`src/rtl/wkup_pkg.sv`:
```
package wkup_pkg;

  typedef enum logic [1:0] {
    S_IDLE,
    S_HDR,
    S_LEN,
    S_DATA
  } wk_state_e;

  localparam int WIN_W = 5;

  // window code -> number of base periods; 0 = no limit (rssi held instead)
  function automatic logic [WIN_W-1:0] win_mult(input logic [2:0] code);
    case (code)
      3'd0:    win_mult = 5'd0;
      3'd1:    win_mult = 5'd1;
      3'd2:    win_mult = 5'd2;
      3'd3:    win_mult = 5'd3;
      3'd4:    win_mult = 5'd4;
      3'd5:    win_mult = 5'd8;
      3'd6:    win_mult = 5'd16;
      default: win_mult = 5'd31;
    endcase
  endfunction

endpackage

```
`src/rtl/wkup_window.sv`:
```
module wkup_window
  import wkup_pkg::*;
(
  input  logic       clk_i,
  input  logic       rst_ni,
  input  logic       start_i,
  input  logic       active_i,
  input  logic       tick_i,
  input  logic [2:0] code_i,
  output logic       timeout_o,
  output logic       rssi_hold_o
);

  logic [WIN_W-1:0] rem_q;
  logic             unlim_q;

  always_ff @(posedge clk_i or negedge rst_ni) begin
    if (!rst_ni) begin
      rem_q   <= '0;
      unlim_q <= 1'b1;
    end else if (start_i) begin
      rem_q   <= win_mult(code_i);
      unlim_q <= (code_i == 3'd0);
    end else if (active_i && tick_i && !unlim_q && rem_q != WIN_W'(1)) begin
      rem_q <= rem_q - WIN_W'(1);
    end
  end

  assign timeout_o   = active_i && tick_i && !unlim_q && (rem_q == WIN_W'(1));
  assign rssi_hold_o = unlim_q;

  AST_WIN_NONZERO: assert property (@(posedge clk_i) disable iff (!rst_ni)
    (active_i && !unlim_q) |-> (rem_q != '0));

endmodule

```
`src/rtl/wkup_rate.sv`:
```
module wkup_rate #(
  parameter int RW = 10,
  parameter int TW = 5
) (
  input  logic          clk_i,
  input  logic          rst_ni,
  input  logic          bit_valid_i,
  input  logic [RW-1:0] rate_i,
  input  logic [TW-1:0] tol_i,
  output logic          rate_ok_o
);

  localparam int GW = RW + 1;
  localparam logic [GW-1:0] GMAX = '1;

  logic [GW-1:0] gap_q;
  logic [GW:0]   gap_x, rate_x, diff;

  // cycles since the previous strobe, saturating
  always_ff @(posedge clk_i or negedge rst_ni) begin
    if (!rst_ni)               gap_q <= '0;
    else if (bit_valid_i)      gap_q <= GW'(1);
    else if (gap_q != GMAX)    gap_q <= gap_q + GW'(1);
  end

  always_comb begin
    gap_x  = {1'b0, gap_q};
    rate_x = (GW+1)'(rate_i);
    diff   = (gap_x >= rate_x) ? (gap_x - rate_x) : (rate_x - gap_x);
  end

  assign rate_ok_o = (diff <= (GW+1)'(tol_i));

  AST_GAP_RESTART: assert property (@(posedge clk_i) disable iff (!rst_ni)
    bit_valid_i |=> (gap_q == GW'(1)));

endmodule

```
`src/rtl/wkup_capture.sv`:
```
module wkup_capture #(
  parameter int LW = 5,
  parameter int DW = 32
) (
  input  logic          clk_i,
  input  logic          rst_ni,
  input  logic          clr_i,
  input  logic          shift_i,
  input  logic          bit_i,
  input  logic [LW-1:0] idx_i,
  input  logic          latch_i,
  input  logic [LW-1:0] len_i,
  output logic [DW-1:0] data_o,
  output logic [LW-1:0] len_o
);

  logic [DW-1:0] cap_q, cap_d;

  always_comb begin
    cap_d = cap_q;
    if (clr_i)        cap_d = '0;
    else if (shift_i) cap_d[idx_i] = bit_i;
  end

  always_ff @(posedge clk_i or negedge rst_ni) begin
    if (!rst_ni) begin
      cap_q  <= '0;
      data_o <= '0;
      len_o  <= '0;
    end else begin
      cap_q <= cap_d;
      if (latch_i) begin
        data_o <= cap_d;
        len_o  <= len_i;
      end
    end
  end

  AST_DATA_HELD: assert property (@(posedge clk_i) disable iff (!rst_ni)
    !latch_i |=> ($stable(data_o) && $stable(len_o)));

endmodule

```
`src/rtl/wkup_detect.sv`:
```
module wkup_detect
  import wkup_pkg::*;
#(
  parameter int AW = 20,
  parameter int LW = 5,
  parameter int RW = 10,
  parameter int TW = 5,
  localparam int AIW = $clog2(AW + 1),
  localparam int DW  = 2 ** LW
) (
  input  logic           clk_i,
  input  logic           rst_ni,
  input  logic           bit_valid_i,
  input  logic           bit_i,
  input  logic           rssi_ok_i,
  input  logic           base_tick_i,
  input  logic [2:0]     wl2_code_i,
  input  logic [AW-1:0]  addr_i,
  input  logic [AIW-1:0] addr_len_i,
  input  logic           var_len_i,
  input  logic [LW-1:0]  data_len_i,
  input  logic [RW-1:0]  rate_i,
  input  logic [TW-1:0]  rate_tol_i,
  input  logic           rate_chk_i,
  input  logic           flag_clr_i,
  output logic           wake_o,
  output logic [DW-1:0]  data_o,
  output logic [LW-1:0]  rx_len_o
);

  localparam int AXW = $clog2(AW);
  localparam int LXW = $clog2(LW);
  localparam int IW  = (AXW > LW) ? AXW : LW;

  wk_state_e     state_q, state_d;
  logic [IW-1:0] idx_q, idx_d, alen_m1;
  logic [LW-1:0] len_q, len_d, len_new;
  logic          first_q, first_d;
  logic          start, cap_clr, shift, done;
  logic          timeout, rssi_hold, rate_ok, hdr_bad;
  logic          wake_q;

  wkup_window u_win (
    .clk_i       (clk_i),
    .rst_ni      (rst_ni),
    .start_i     (start),
    .active_i    (state_q == S_HDR),
    .tick_i      (base_tick_i),
    .code_i      (wl2_code_i),
    .timeout_o   (timeout),
    .rssi_hold_o (rssi_hold)
  );

  wkup_rate #(.RW(RW), .TW(TW)) u_rate (
    .clk_i       (clk_i),
    .rst_ni      (rst_ni),
    .bit_valid_i (bit_valid_i),
    .rate_i      (rate_i),
    .tol_i       (rate_tol_i),
    .rate_ok_o   (rate_ok)
  );

  wkup_capture #(.LW(LW), .DW(DW)) u_cap (
    .clk_i   (clk_i),
    .rst_ni  (rst_ni),
    .clr_i   (cap_clr),
    .shift_i (shift),
    .bit_i   (bit_i),
    .idx_i   (idx_q[LW-1:0]),
    .latch_i (done),
    .len_i   (len_d),
    .data_o  (data_o),
    .len_o   (rx_len_o)
  );

  // header length clipped to 1..AW
  always_comb begin
    if (addr_len_i == '0)           alen_m1 = '0;
    else if (addr_len_i > AIW'(AW)) alen_m1 = IW'(AW - 1);
    else                            alen_m1 = IW'(addr_len_i) - IW'(1);
  end

  always_comb begin
    hdr_bad = (bit_i != addr_i[idx_q[AXW-1:0]]) ||
              (rate_chk_i && !first_q && !rate_ok);
    len_new = len_q;
    len_new[idx_q[LXW-1:0]] = bit_i;
  end

  always_comb begin
    state_d = state_q;
    idx_d   = idx_q;
    len_d   = len_q;
    first_d = first_q;
    start   = 1'b0;
    cap_clr = 1'b0;
    shift   = 1'b0;
    done    = 1'b0;
    unique case (state_q)
      S_IDLE: begin
        if (base_tick_i && rssi_ok_i) begin
          state_d = S_HDR;
          idx_d   = alen_m1;
          first_d = 1'b1;
          start   = 1'b1;
        end
      end
      S_HDR: begin
        if (timeout || (rssi_hold && !rssi_ok_i)) begin
          state_d = S_IDLE;
        end else if (bit_valid_i) begin
          first_d = 1'b0;
          if (hdr_bad) begin
            state_d = S_IDLE;
          end else if (idx_q == '0) begin
            cap_clr = 1'b1;
            idx_d   = '0;
            if (var_len_i) begin
              state_d = S_LEN;
              len_d   = '0;
            end else if (data_len_i == '0) begin
              state_d = S_IDLE;
              len_d   = '0;
              done    = 1'b1;
            end else begin
              state_d = S_DATA;
              len_d   = data_len_i;
            end
          end else begin
            idx_d = idx_q - IW'(1);
          end
        end
      end
      S_LEN: begin
        if (bit_valid_i) begin
          len_d = len_new;
          if (idx_q == IW'(LW - 1)) begin
            idx_d = '0;
            if (len_new == '0) begin
              state_d = S_IDLE;
              done    = 1'b1;
            end else begin
              state_d = S_DATA;
            end
          end else begin
            idx_d = idx_q + IW'(1);
          end
        end
      end
      S_DATA: begin
        if (bit_valid_i) begin
          shift = 1'b1;
          if (idx_q == IW'(len_q) - IW'(1)) begin
            state_d = S_IDLE;
            done    = 1'b1;
          end else begin
            idx_d = idx_q + IW'(1);
          end
        end
      end
      default: state_d = S_IDLE;
    endcase
  end

  always_ff @(posedge clk_i or negedge rst_ni) begin
    if (!rst_ni) begin
      state_q <= S_IDLE;
      idx_q   <= '0;
      len_q   <= '0;
      first_q <= 1'b0;
      wake_q  <= 1'b0;
    end else begin
      state_q <= state_d;
      idx_q   <= idx_d;
      len_q   <= len_d;
      first_q <= first_d;
      // completion outranks a clear in the same cycle
      if (done)            wake_q <= 1'b1;
      else if (flag_clr_i) wake_q <= 1'b0;
    end
  end

  assign wake_o = wake_q;

  AST_WAKE_HOLD: assert property (@(posedge clk_i) disable iff (!rst_ni)
    (wake_o && !flag_clr_i) |=> wake_o);

  AST_RSSI_DROP: assert property (@(posedge clk_i) disable iff (!rst_ni)
    (state_q == S_HDR && rssi_hold && !rssi_ok_i) |=> (state_q == S_IDLE));

  AST_WIN_EXPIRE: assert property (@(posedge clk_i) disable iff (!rst_ni)
    timeout |=> (state_q == S_IDLE));

  AST_RISE_LATCH: assert property (@(posedge clk_i) disable iff (!rst_ni)
    (!wake_o && !$stable(rx_len_o)) |-> wake_o);

endmodule

```
`config.mk`:
```
export PLATFORM = sky130hd
export DESIGN_NAME = wkup_detect
export DESIGN_NICKNAME = d
export VERILOG_FILES = /design/src/rtl/wkup_pkg.sv /design/src/rtl/wkup_window.sv /design/src/rtl/wkup_rate.sv /design/src/rtl/wkup_capture.sv /design/src/rtl/wkup_detect.sv
export SDC_FILE = /design/constraint.sdc
export NUM_CORES = 1
export LEC_CHECK = 0
export ABC_AREA = 1
export BUFFER_PORTS_ARGS = -buffer_cell sky130_fd_sc_hd__buf_4
export CORE_MARGIN = 2
export CORE_UTILIZATION = 40
export DETAILED_ROUTE_END_ITERATION = 10
export PLACE_DENSITY = 0.59
export SLEW_MARGIN = 10
export SYNTH_ARGS = -nofsm -noshare
export SYNTH_HDL_FRONTEND = slang
export SYNTH_SLANG_ARGS = --single-unit
```
`constraint.sdc`:
```
create_clock -name clk_i -period 4.7 [get_ports clk_i]
set_input_delay 0.47 -clock clk_i [delete_from_list [all_inputs] [get_ports clk_i]]
set_output_delay 0.47 -clock clk_i [all_outputs]
set_load 0.01 [all_outputs]
```
==> impl_metrics.py <==
metrics = {
    "floorplanning": {
        "num_io_pins": 95,
        "initial_core_util_pct": 40.4,
        "die-width_microns": 138,
        "coreArea_sq_mm": 0.0178,
        "dieHeight_microns": 138,
        "dieArea_sq_mm": 0.0191,
        "row_count": 49,
    },
    "timing": {
        "slew_viol_final": 0,
        "min_period_ns": 4.24,
        "skew_ns": 0.0113,
        "hold_viol_final": 0,
        "fin_hold_ws_ns": 0.189,
        "min_period_over_period_pct": 90.2,
        "rsz0062_at_grt": "no",
        "fmax_mhz": 236,
        "max-slew-margin-rel_pct": 41.6,
        "tns_ns": 0,
        "worst_pin_slew_ns": 0.873,
        "finalSetupViolations": 0,
    },
    "synth": {
        "synth_async_sr_flop_share_pct": 100,
        "ys_seq_area_share_pct": 34.7,
        "ys_ff_latch": 100,
        "netlist_instances": 1026,
        "synth-edff-count": 0,
        "yosysWarnings": 0,
        "yosysUniqueCellTypes": 48,
        "syn_area_sq_mm": 0.00722,
        "syn_area_per_cell_sq_um": 7.03,
        "synth.net_count": 1125,
        "ys.flop_type": "dfrtp_1",
    },
    "cells_and_area": {
        "fillCellCount": 1831,
        "syn2layout_area_growth_pct": 17.4,
        "regArea_sq_mm": 0.00250,
        "multi_input_area_sq_mm": 0.00395,
        "num_antenna_cells": 0,
        "nNetsFinal": 1216,
        "drive_above_1_share_pct": 17.6,
        "final_util_pct": 47.5,
    },
    "power_and_ir_drop": {
        "power.density_mw_per_mm2": 437,
        "leakage_nw": 4.53,
        "ir_drop_uv": 262,
        "power_mw": 3.70,
    },
    "critical_path": {
        "reg2reg_slack_ns": 0.46,
        "path_common_cell": "nand2_1",
        "cp-end-kind": "flop",
        "critPathMaxStageDelay_ns": 0.41,
        "worstSetupStartpoint": "u_rate.gap_q[0]",
        "criticalPathCategory": "reg2reg",
        "start_kind": "flop",
        "crit_path_end": "wake_o",
        "crit_arrival_ns": 4.47,
        "rr_endpoint": "wake_o",
        "worstPathRequired_ns": 4.94,
        "worstPathMaxFanout": 22,
        "crit_slowest_cell": "dfrtp_1",
        "rr_worst_depth": 29,
        "worst_r2r_startpoint": "u_rate.gap_q[0]",
    },
    "cts": {
        "cts_tree": "yes",
        "insertion_delay_ns": 0.35,
        "root_buffer": "clkbuf_16",
        "cts_made_buffers": 9,
        "cts_sinks": 100,
        "path_clk_slew_ns": 0.07,
        "cts_max_level": 3,
        "cts_buffer_depth": 2,
    },
    "grt": {
        "overflow": 0,
        "grt_use_met1_pct": 27.3,
        "grt_most_used_layer": "met2",
        "grt_antenna_before_repair": 0,
        "grt_pass1_wl_microns": 30500,
        "use_met3_pct": 3.08,
        "track_usage_pct": 19.5,
        "grt_pass1_vias": 6195,
        "grt_start_max_net_pins": 62,
        "groute.layer.met2.usage_pct": 31.2,
    },
    "route": {
        "drt_wl_total_microns": 18800,
        "ant_nets": 0,
        "wire_per_inst_microns": 13.9,
        "via_per_inst": 4.97,
        "first_pass_iters": 5,
        "routed-via-count": 6716,
        "route.detailed.drc": 0,
        "drt_iter0_markers": 424,
    },
    "place": {
        "port_buffers": 94,
        "dp_hpwl_microns": 14200,
        "gp_congestion": 0.896,
    },
    "status": {
        "outcome": "completed",
    },
    "min_path": {
        "min_path_type": "in2async",
    },
    "job": {
        "maxCapViolCount": 0,
    },
}
synth_stat cells, types with 11 or more instances:
master	instances	area share [%]
a21oi_1	31	2.2
nor3_1	13	0.90
nand4_1	17	1.5
ha_1	40	6.9
nand2_2	21	1.8
nand2_1	324	17
o21ai_2	32	3.9
nor2_1	64	3.3
nand3_1	49	3.4
dfrtp_1	99	34
clkbuf_1	11	0.57
inv_1	158	8.2
o21ai_0	65	4.5
xor2_1	11	1.3
flip-flops by register name (all words and copies together) (netlist names):
signal / flops
u_cap.cap_q: 32
u_cap.data_o: 32
u_rate.gap_q: 11
idx_q: 5
len_q: 5
u_cap.len_o: 5
u_win.rem_q: 5
state_q: 2
first_q: 1
u_win.rssi_hold_o: 1
wake_o: 1
placed cells by master, fill, tap and decap left out, types with 3 or more instances in the layout:
| cell type | synthesis | routed |
|---|---|---|
| a211oi_1 | 3 | 3 |
| a21oi_1 | 31 | 31 |
| a31oi_1 | 6 | 6 |
| a32oi_1 | 4 | 4 |
| buf_4 | 0 | 101 |
| clkbuf_16 | 0 | 10 |
| dfrtp_1 | 99 | 99 |
| ha_1 | 40 | 40 |
| inv_1 | 158 | 158 |
| inv_2 | 3 | 3 |
| nand2_1 | 324 | 324 |
| nand2_2 | 21 | 21 |
| nand3_1 | 49 | 49 |
| nand4_1 | 17 | 17 |
| nor2_1 | 64 | 64 |
| nor2_2 | 5 | 4 |
| nor3_1 | 13 | 13 |
| o211ai_1 | 4 | 4 |
| o21ai_0 | 65 | 65 |
| o21ai_1 | 8 | 8 |
| o21ai_2 | 32 | 32 |
| o22ai_1 | 4 | 4 |
| or2_2 | 5 | 5 |
| xnor2_1 | 8 | 8 |
| xor2_1 | 11 | 11 |
through the flow:
step	cells	instance area [sq um]	setup WS, ns
2_1_floorplan	1026	7220	0.937
3_3_place_gp	1329	8120	0.482
3_5_place_dp	1329	8120	0.376
4_1_cts	1345	8400	0.358
5_1_grt	1351	8470	0.00448
6_report	1351	8470	0.461
final cells by class:
cell class | instances | area share (%)
clock inverters | 5 | 0.517
inverters | 163 | 7.22
clock buffers | 11 | 2.86
repair buffers | 105 | 9.85
well taps | 229 | 3.38
flip-flops and latches | 100 | 29.5
multi-input cells | 738 | 46.6
critical path, delay by kind of cell, from the launching register on:
kind / cells / cell delay (ns)
and+or+nand+nor: 16 / 1.29
adders and majority gates: 3 / 0.81
buffers and inverters: 5 / 0.73
AOI/OAI and AO/OA: 4 / 0.73
DFF: 1 / 0.41
xor gates and xnor gates: 1 / 0.11
per-layer routing:
layer / up-vias / share of wire (%)
li1: 3442 / -
met1: 3093 / 49
met2: 159 / 46
met3: 22 / 4.2
met4: 0 / 1.6
met5: - / 0
logic make-up (layout without fill, tap and decap cells):
group,count (synthesis),count (layout),synth area share (%)
and+or+nand+nor,508,508,30.1
AOI/OAI and AO/OA,169,169,14.8
xor gates and xnor gates,19,19,2.31
DFF,100,100,34.7
adders and majority gates,42,42,7.49
buffers and inverters,188,284,10.6
where the power goes:
| part | switching [mW] | leakage, nW | internal (mW) |
|---|---|---|---|
| combinational | 1.08 | 3.05 | 0.645 |
| sequential | 0.187 | 1.34 | 1.06 |
| clock | 0.344 | 0.134 | 0.381 |
worst min-delay path by stage:
stage | to | startpoint | cells past startpoint
4_1_cts | u_cap.data_o[12] | rst_ni | 1
3_5_place_dp | u_cap.data_o[10] | u_cap.data_o[10] | 2
2_1_floorplan | first_q | rst_ni | 0
5_1_grt | u_cap.data_o[12] | rst_ni | 1
3_3_place_gp | u_cap.data_o[30] | u_cap.data_o[30] | 2
6_report | u_cap.data_o[12] | rst_ni | 1
what timing repair did:
item / CTS / global route
endpoints found under the setup margin: 0 / 53
setup buffers: 0 / 5
gates resized for setup: 0 / 2
endpoints found under the hold margin: 0 / 0
hold buffers: 0 / 0
(Power assumes the default switching activity.)
